==> src/rtl/cbr_pkg.sv <==
package cbr_pkg;
  localparam int KIND_W = 4;

  typedef enum logic [KIND_W-1:0] {
    K_ACC_ZERO   = 4'd0,
    K_ACC_NZERO  = 4'd1,
    K_CARRY_SET  = 4'd2,
    K_CARRY_CLR  = 4'd3,
    K_DEC_NZ     = 4'd4,
    K_CMP_NE     = 4'd5,
    K_BIT_ONE    = 4'd6,
    K_BIT_ZERO   = 4'd7,
    K_BIT_ONECLR = 4'd8
  } br_kind_e;

  typedef enum logic [1:0] {
    L_ACC  = 2'd0,
    L_REG  = 2'd1,
    L_IND  = 2'd2,
    L_ACC2 = 2'd3
  } lhs_sel_e;
endpackage

==> src/rtl/cbr_operand_mux.sv <==
module cbr_operand_mux
  import cbr_pkg::*;
#(
  parameter int DATA_W = 8
) (
  input  logic [DATA_W-1:0] acc_val,
  input  logic [DATA_W-1:0] reg_val,
  input  logic [DATA_W-1:0] ind_val,
  input  logic [DATA_W-1:0] imm_val,
  input  logic [DATA_W-1:0] dir_val,
  input  logic [1:0]        lhs_sel,
  input  logic              rhs_sel,
  output logic [DATA_W-1:0] lhs,
  output logic [DATA_W-1:0] rhs
);
  always_comb begin
    unique case (lhs_sel_e'(lhs_sel))
      L_REG:   lhs = reg_val;
      L_IND:   lhs = ind_val;
      default: lhs = acc_val;
    endcase
    rhs = rhs_sel ? dir_val : imm_val;
  end
endmodule

==> src/rtl/cbr_cond_eval.sv <==
module cbr_cond_eval
  import cbr_pkg::*;
#(
  parameter int DATA_W = 8
) (
  input  logic [KIND_W-1:0] kind,
  input  logic [DATA_W-1:0] acc_val,
  input  logic              carry_in,
  input  logic [DATA_W-1:0] reg_val,
  input  logic [DATA_W-1:0] lhs,
  input  logic [DATA_W-1:0] rhs,
  input  logic              bit_val,
  output logic              taken_c,
  output logic              reg_we_c,
  output logic [DATA_W-1:0] wdata_c,
  output logic              bit_clr_c,
  output logic              carry_we_c,
  output logic              carry_c
);
  localparam logic [DATA_W-1:0] ONE = DATA_W'(1);

  function automatic logic [DATA_W-1:0] count_down(input logic [DATA_W-1:0] v);
    return v - ONE;
  endfunction

  function automatic logic below(input logic [DATA_W-1:0] a, input logic [DATA_W-1:0] b);
    return a < b;
  endfunction

  logic [DATA_W-1:0] dec_val;
  logic              dec_nz;
  logic              ops_differ;
  logic              lhs_below;
  logic              acc_is_zero;

  assign dec_val     = count_down(reg_val);
  assign dec_nz      = |dec_val;
  assign ops_differ  = lhs != rhs;
  assign lhs_below   = below(lhs, rhs);
  assign acc_is_zero = ~|acc_val;

  always_comb begin
    taken_c    = 1'b0;
    reg_we_c   = 1'b0;
    bit_clr_c  = 1'b0;
    carry_we_c = 1'b0;
    carry_c    = 1'b0;
    wdata_c    = dec_val;
    case (kind)
      K_ACC_ZERO:   taken_c = acc_is_zero;
      K_ACC_NZERO:  taken_c = ~acc_is_zero;
      K_CARRY_SET:  taken_c = carry_in;
      K_CARRY_CLR:  taken_c = ~carry_in;
      K_DEC_NZ: begin
        taken_c  = dec_nz;
        reg_we_c = 1'b1;
      end
      K_CMP_NE: begin
        taken_c    = ops_differ;
        carry_we_c = 1'b1;
        carry_c    = lhs_below;
      end
      K_BIT_ONE:    taken_c = bit_val;
      K_BIT_ZERO:   taken_c = ~bit_val;
      K_BIT_ONECLR: begin
        taken_c   = bit_val;
        bit_clr_c = bit_val;
      end
      default: ;
    endcase
  end
endmodule

==> src/rtl/cbr_result_reg.sv <==
module cbr_result_reg #(
  parameter int DATA_W = 8
) (
  input  logic              clk,
  input  logic              rst_n,
  input  logic              valid_in,
  input  logic              taken_c,
  input  logic              reg_we_c,
  input  logic [DATA_W-1:0] wdata_c,
  input  logic              bit_clr_c,
  input  logic              carry_we_c,
  input  logic              carry_c,
  output logic              res_valid,
  output logic              res_taken,
  output logic              reg_we,
  output logic [DATA_W-1:0] reg_wdata,
  output logic              bit_clr,
  output logic              carry_we,
  output logic              carry_new
);
  always_ff @(posedge clk) begin
    if (!rst_n) begin
      res_valid <= 1'b0;
      res_taken <= 1'b0;
      reg_we    <= 1'b0;
      reg_wdata <= '0;
      bit_clr   <= 1'b0;
      carry_we  <= 1'b0;
      carry_new <= 1'b0;
    end else begin
      res_valid <= valid_in;
      res_taken <= valid_in & taken_c;
      reg_we    <= valid_in & reg_we_c;
      reg_wdata <= wdata_c;
      bit_clr   <= valid_in & bit_clr_c;
      carry_we  <= valid_in & carry_we_c;
      carry_new <= valid_in & carry_c;
    end
  end

  a_r1_quiet_when_idle: assert property (@(posedge clk) disable iff (!rst_n)
    !res_valid |-> !(res_taken || reg_we || bit_clr || carry_we));
  a_r9_clear_implies_taken: assert property (@(posedge clk) disable iff (!rst_n)
    bit_clr |-> res_taken);
endmodule

==> src/rtl/cbr_unit.sv <==
module cbr_unit
  import cbr_pkg::*;
#(
  parameter int DATA_W = 8
) (
  input  logic              clk,
  input  logic              rst_n,
  input  logic              req_valid,
  input  logic [3:0]        req_kind,
  input  logic [DATA_W-1:0] acc_val,
  input  logic              carry_in,
  input  logic [DATA_W-1:0] reg_val,
  input  logic [DATA_W-1:0] ind_val,
  input  logic [DATA_W-1:0] imm_val,
  input  logic [DATA_W-1:0] dir_val,
  input  logic [1:0]        cmp_lhs_sel,
  input  logic              cmp_rhs_sel,
  input  logic              bit_val,
  output logic              res_valid,
  output logic              res_taken,
  output logic              reg_we,
  output logic [DATA_W-1:0] reg_wdata,
  output logic              bit_clr,
  output logic              carry_we,
  output logic              carry_new
);
  logic [DATA_W-1:0] lhs, rhs;
  logic              taken_c, reg_we_c, bit_clr_c, carry_we_c, carry_c;
  logic [DATA_W-1:0] wdata_c;

  cbr_operand_mux #(.DATA_W(DATA_W)) u_mux (
    .acc_val(acc_val), .reg_val(reg_val), .ind_val(ind_val),
    .imm_val(imm_val), .dir_val(dir_val),
    .lhs_sel(cmp_lhs_sel), .rhs_sel(cmp_rhs_sel),
    .lhs(lhs), .rhs(rhs)
  );

  cbr_cond_eval #(.DATA_W(DATA_W)) u_eval (
    .kind(req_kind), .acc_val(acc_val), .carry_in(carry_in), .reg_val(reg_val),
    .lhs(lhs), .rhs(rhs), .bit_val(bit_val),
    .taken_c(taken_c), .reg_we_c(reg_we_c), .wdata_c(wdata_c),
    .bit_clr_c(bit_clr_c), .carry_we_c(carry_we_c), .carry_c(carry_c)
  );

  cbr_result_reg #(.DATA_W(DATA_W)) u_out (
    .clk(clk), .rst_n(rst_n), .valid_in(req_valid),
    .taken_c(taken_c), .reg_we_c(reg_we_c), .wdata_c(wdata_c),
    .bit_clr_c(bit_clr_c), .carry_we_c(carry_we_c), .carry_c(carry_c),
    .res_valid(res_valid), .res_taken(res_taken), .reg_we(reg_we),
    .reg_wdata(reg_wdata), .bit_clr(bit_clr), .carry_we(carry_we),
    .carry_new(carry_new)
  );

  a_r1_one_cycle: assert property (@(posedge clk) disable iff (!rst_n)
    req_valid |=> res_valid);
  a_r4_dec_always_writes: assert property (@(posedge clk) disable iff (!rst_n)
    (req_valid && req_kind == K_DEC_NZ) |=> (reg_we && reg_wdata == $past(reg_val) - DATA_W'(1)));
  a_r5_zero_wraps: assert property (@(posedge clk) disable iff (!rst_n)
    (req_valid && req_kind == K_DEC_NZ && reg_val == '0) |=> (res_taken && reg_wdata == '1));
  a_r9_no_clear_on_zero_bit: assert property (@(posedge clk) disable iff (!rst_n)
    (req_valid && !bit_val) |=> !bit_clr);
  a_r10_unused_inert: assert property (@(posedge clk) disable iff (!rst_n)
    (req_valid && req_kind > 4'd8) |=> !(res_taken || reg_we || bit_clr || carry_we));
endmodule

==> config.mk <==
export PLATFORM = sky130hd
export DESIGN_NAME = cbr_unit
export DESIGN_NICKNAME = d
export VERILOG_FILES = /design/src/rtl/cbr_pkg.sv /design/src/rtl/cbr_operand_mux.sv /design/src/rtl/cbr_cond_eval.sv /design/src/rtl/cbr_result_reg.sv /design/src/rtl/cbr_unit.sv
export SDC_FILE = /design/constraint.sdc
export NUM_CORES = 1
export LEC_CHECK = 0
export BUFFER_PORTS_ARGS = -buffer_cell sky130_fd_sc_hd__buf_2
export CORE_MARGIN = 10
export CORE_UTILIZATION = 46
export DETAILED_ROUTE_END_ITERATION = 8
export PLACE_DENSITY = 0.84
export SETUP_SLACK_MARGIN = 0.4
export SLEW_MARGIN = 10
export SYNTH_ARGS = -nofsm -noshare
export SYNTH_HDL_FRONTEND = slang
export SYNTH_SLANG_ARGS = --single-unit
==> constraint.sdc <==
create_clock -name clk -period 6.09 [get_ports clk]
set_input_delay 0.609 -clock clk [delete_from_list [all_inputs] [get_ports clk]]
set_output_delay 0.609 -clock clk [all_outputs]
set_load 0.005 [all_outputs]
==> flow_summary.ini <==
[power_and_ir_drop]
power.density_cell_area_nw_per_um2 = 164
max-vdd-ir-drop_mv = 0.111
power_leakage_nw = 0.743
power_frac_seq_pct = 39.9
p_switching_mw = 0.0707
power_frac_clock_pct = 27.2
combPwrFrac_pct = 32.9
totalPowerFinal_mw = 0.242
internal_power_mw = 0.171
p_sw_share_pct = 29.2

[cts]
clockBufferDepth = 2
h-tree-depth = 1
cts_setup_buffers = 0
cts_tree = yes
clock_tree.root_cell = sky130_fd_sc_hd__clkbuf_4
clock_sinks = 14
cts_repair_resize_count = 0
clock_transition_at_path_regs_ns = 0.08
cts_hold_buffers = 0
cts_buffers = 3

[setup_path]
timing.critical_path.to_type = flip-flop
timing_worst_setup_path_type = input pin to flip-flop
path_cells = buf_2 > inv_1 > ha_1 > o21ai_0 > ha_1 > nor2b_1 > o21a_1 > o21ai_0 > a21oi_1 > nor4bb_1
critical_path.n_buffers_inverters = 2
critical-path-slowest-cell = sky130_fd_sc_hd__ha_1
max_stage_delay_ns = 0.51
worstSetupStartpointType = input pin
crit_arrival_ns = 2.61
crit_path_max_fanout = 16
required_ns = 6.28
critical-path-top-delay-family = adder cells

[timing]
max_freq_ghz = 0.413
fin_crit_sh_pct = 39.7
setup_violations = 0
tns_ns = 0
hold_violations = 0
grt_setup_unrepaired = no
slew_violations = 0
max_slew_margin_pct = 74.8
layout_min_cycle_time_ns = 2.42
max_slew.worst_pin.slew_ns = 0.378

[yosys]
synth.top_cells.by_area = sky130_fd_sc_hd__dfxtp_1, sky130_fd_sc_hd__ha_1, sky130_fd_sc_hd__mux2i_1, sky130_fd_sc_hd__a22oi_1, sky130_fd_sc_hd__o21ai_0
asyncSetResetFlopFracSynth_pct = 0
avgSynthCellArea_um2 = 8.33
yosys.cell_count.top_type = sky130_fd_sc_hd__dfxtp_1
yosys_most_used_dff = sky130_fd_sc_hd__dfxtp_1
synth-seq-cells = 14
post-synth-top-area-fraction_pct = 25.5
synthCells = 132
most_frequent_cells_after_synthesis = sky130_fd_sc_hd__dfxtp_1, sky130_fd_sc_hd__ha_1, sky130_fd_sc_hd__nand2_1, sky130_fd_sc_hd__o21ai_0
netlist_area_um2 = 1100
ys_seq_area_share_pct = 25.5
yosys.cell_types.count = 33
yosys_warnings = 0
synth_enable_flop_cells = 0
yosysTopAreaCell = sky130_fd_sc_hd__dfxtp_1
syn_nets = 196

[placed_design]
port-buffer-count = 65
dp_hpwl_um = 3010
gp_congestion = 0.893
dpl-instance-area_um2 = 1440

[final_layout]
area_of_combinational_cells_with_multiple_inputs_um2 = 773
finalCoreUtilization_pct = 65.3
share_of_final_layout_standard_cells_stronger_than_drive_strength_1_pct = 36.9
antenna_cells = 0
seqCellArea_um2 = 280
post-route-cell-area_um2 = 1470
fillerInstances = 209
area_delta_synth_final_pct = 33.9
design.final.nets = 260

[routing]
drt_pre_antenna_iters = 5
post_drt_via_cell_ratio = 5.42
route.final.wire_length_um = 3450
drt.antenna.violating_nets = 0
dr_iter_0_viols = 68
wl_per_cell_um = 15.5
vias = 1209
remaining_drc_errors = 0

[grt]
number_of_antenna_violations_at_the_first_check_in_global_routing = 0
global_route_congestion_overflow_total = 0
gr-usage-all-layers_pct = 13.9
via_count_of_the_first_global_routing_pass = 1178
grt_start_max_net_pins = 17
grt_first_pass_wirelength_um = 5120

[die]
top_level_ports = 66
floorplan.die.height_um = 68.9
core_um2 = 2250
core.rowCount = 17
fp.dieArea_um2 = 4750
initial_core_util_pct = 48.8
dieWidth_um = 68.9

[run]
cap_viol_max_count = 0

[hold_path]
hold_wc_path_type = input pin to flip-flop

[outcome]
status = finished clean
## sequential cells by signal (all words and copies together) (netlist names)
signal,count
u_out.bit_clr,1
u_out.carry_new,1
u_out.carry_we,1
u_out.reg_wdata,8
u_out.reg_we,1
u_out.res_taken,1
u_out.res_valid,1
## worst paths after layout
| kind | startpoint | to | cells past startpoint |
|---|---|---|---|
| setup / recovery | cmp_lhs_sel[0] | u_out.carry_new | 10 |
| hold / removal | reg_val[0] | u_out.reg_wdata[0] | 2 |
## power groups by stage
stage | sequential (mW) | clock [mW] | combinational (mW)
6_report | 0.0966 | 0.0657 | 0.0795
5_1_grt | 0.0971 | 0.0707 | 0.0889
4_1_cts | 0.0967 | 0.0675 | 0.0790
3_5_place_dp | 0.0989 | 0 | 0.0785
3_3_place_gp | 0.0988 | 0 | 0.0741
2_1_floorplan | 0.0997 | 0 | 0.0430
## layout make-up
| cell class | instances | share of cell area [%] |
|---|---|---|
| clock buffer | 4 | 2.46 |
| tap | 28 | 2.38 |
| timing repair buffer | 65 | 22.1 |
| inverter | 6 | 1.53 |
| multi-input combinational | 106 | 52.5 |
| sequential | 14 | 19.0 |
## metrics by stage
step                setup WS [ns]  hold slack [ns]  cells
detailed placement           3.44            0.862    219
global placement             3.56            0.856    219
finish                       3.67            0.569    223
floorplan                    3.69            0.681    132
CTS                          3.73            0.556    223
global route                 3.60            0.575    223
## cell families (layout without fill, tap and decap cells)
| logic type | count (synthesis) | in the layout | share of synthesized area (%) |
|---|---|---|---|
| AND/OR/NAND/NOR | 49 | 49 | 25.3 |
| AO/OA/AOI/OAI | 27 | 27 | 15.9 |
| flip-flops | 14 | 14 | 25.5 |
| adder cells (fa/ha/maj) | 12 | 12 | 13.7 |
| buffers and inverters | 12 | 75 | 4.21 |
| XOR/XNOR | 9 | 9 | 7.17 |
| multiplexers | 9 | 9 | 8.31 |
## layout by cell type, fill, tap and decap left out, types with 2 or more instances in the layout
cell type | synthesis | final
sky130_fd_sc_hd__or3_1 | 2 | 2
sky130_fd_sc_hd__xor2_1 | 4 | 4
sky130_fd_sc_hd__nand3b_1 | 4 | 4
sky130_fd_sc_hd__nand2_1 | 10 | 10
sky130_fd_sc_hd__nand2b_1 | 3 | 3
sky130_fd_sc_hd__a21oi_1 | 3 | 3
sky130_fd_sc_hd__nand4_1 | 2 | 2
sky130_fd_sc_hd__clkbuf_4 | 0 | 3
sky130_fd_sc_hd__mux2i_1 | 8 | 8
sky130_fd_sc_hd__buf_2 | 1 | 65
sky130_fd_sc_hd__xnor2_1 | 5 | 5
sky130_fd_sc_hd__nor2b_1 | 4 | 4
sky130_fd_sc_hd__nor4_1 | 2 | 2
sky130_fd_sc_hd__a22oi_1 | 8 | 8
sky130_fd_sc_hd__nor2_1 | 7 | 7
sky130_fd_sc_hd__inv_1 | 6 | 6
sky130_fd_sc_hd__dfxtp_1 | 14 | 14
sky130_fd_sc_hd__o21ai_0 | 10 | 10
sky130_fd_sc_hd__and2_1 | 6 | 6
sky130_fd_sc_hd__nor3_1 | 4 | 4
sky130_fd_sc_hd__ha_1 | 12 | 12
## metal layers
metal  track usage [%]  vias to the layer above  wire, um
met4              7.39                        0        74
li1                  -                      598         -
met3              3.22                        7       409
met5                 0                        -         0
met2              25.6                       65      1790
met1              14.2                      539      1180
No activity file was read; power rests on OpenSTA's default activity.
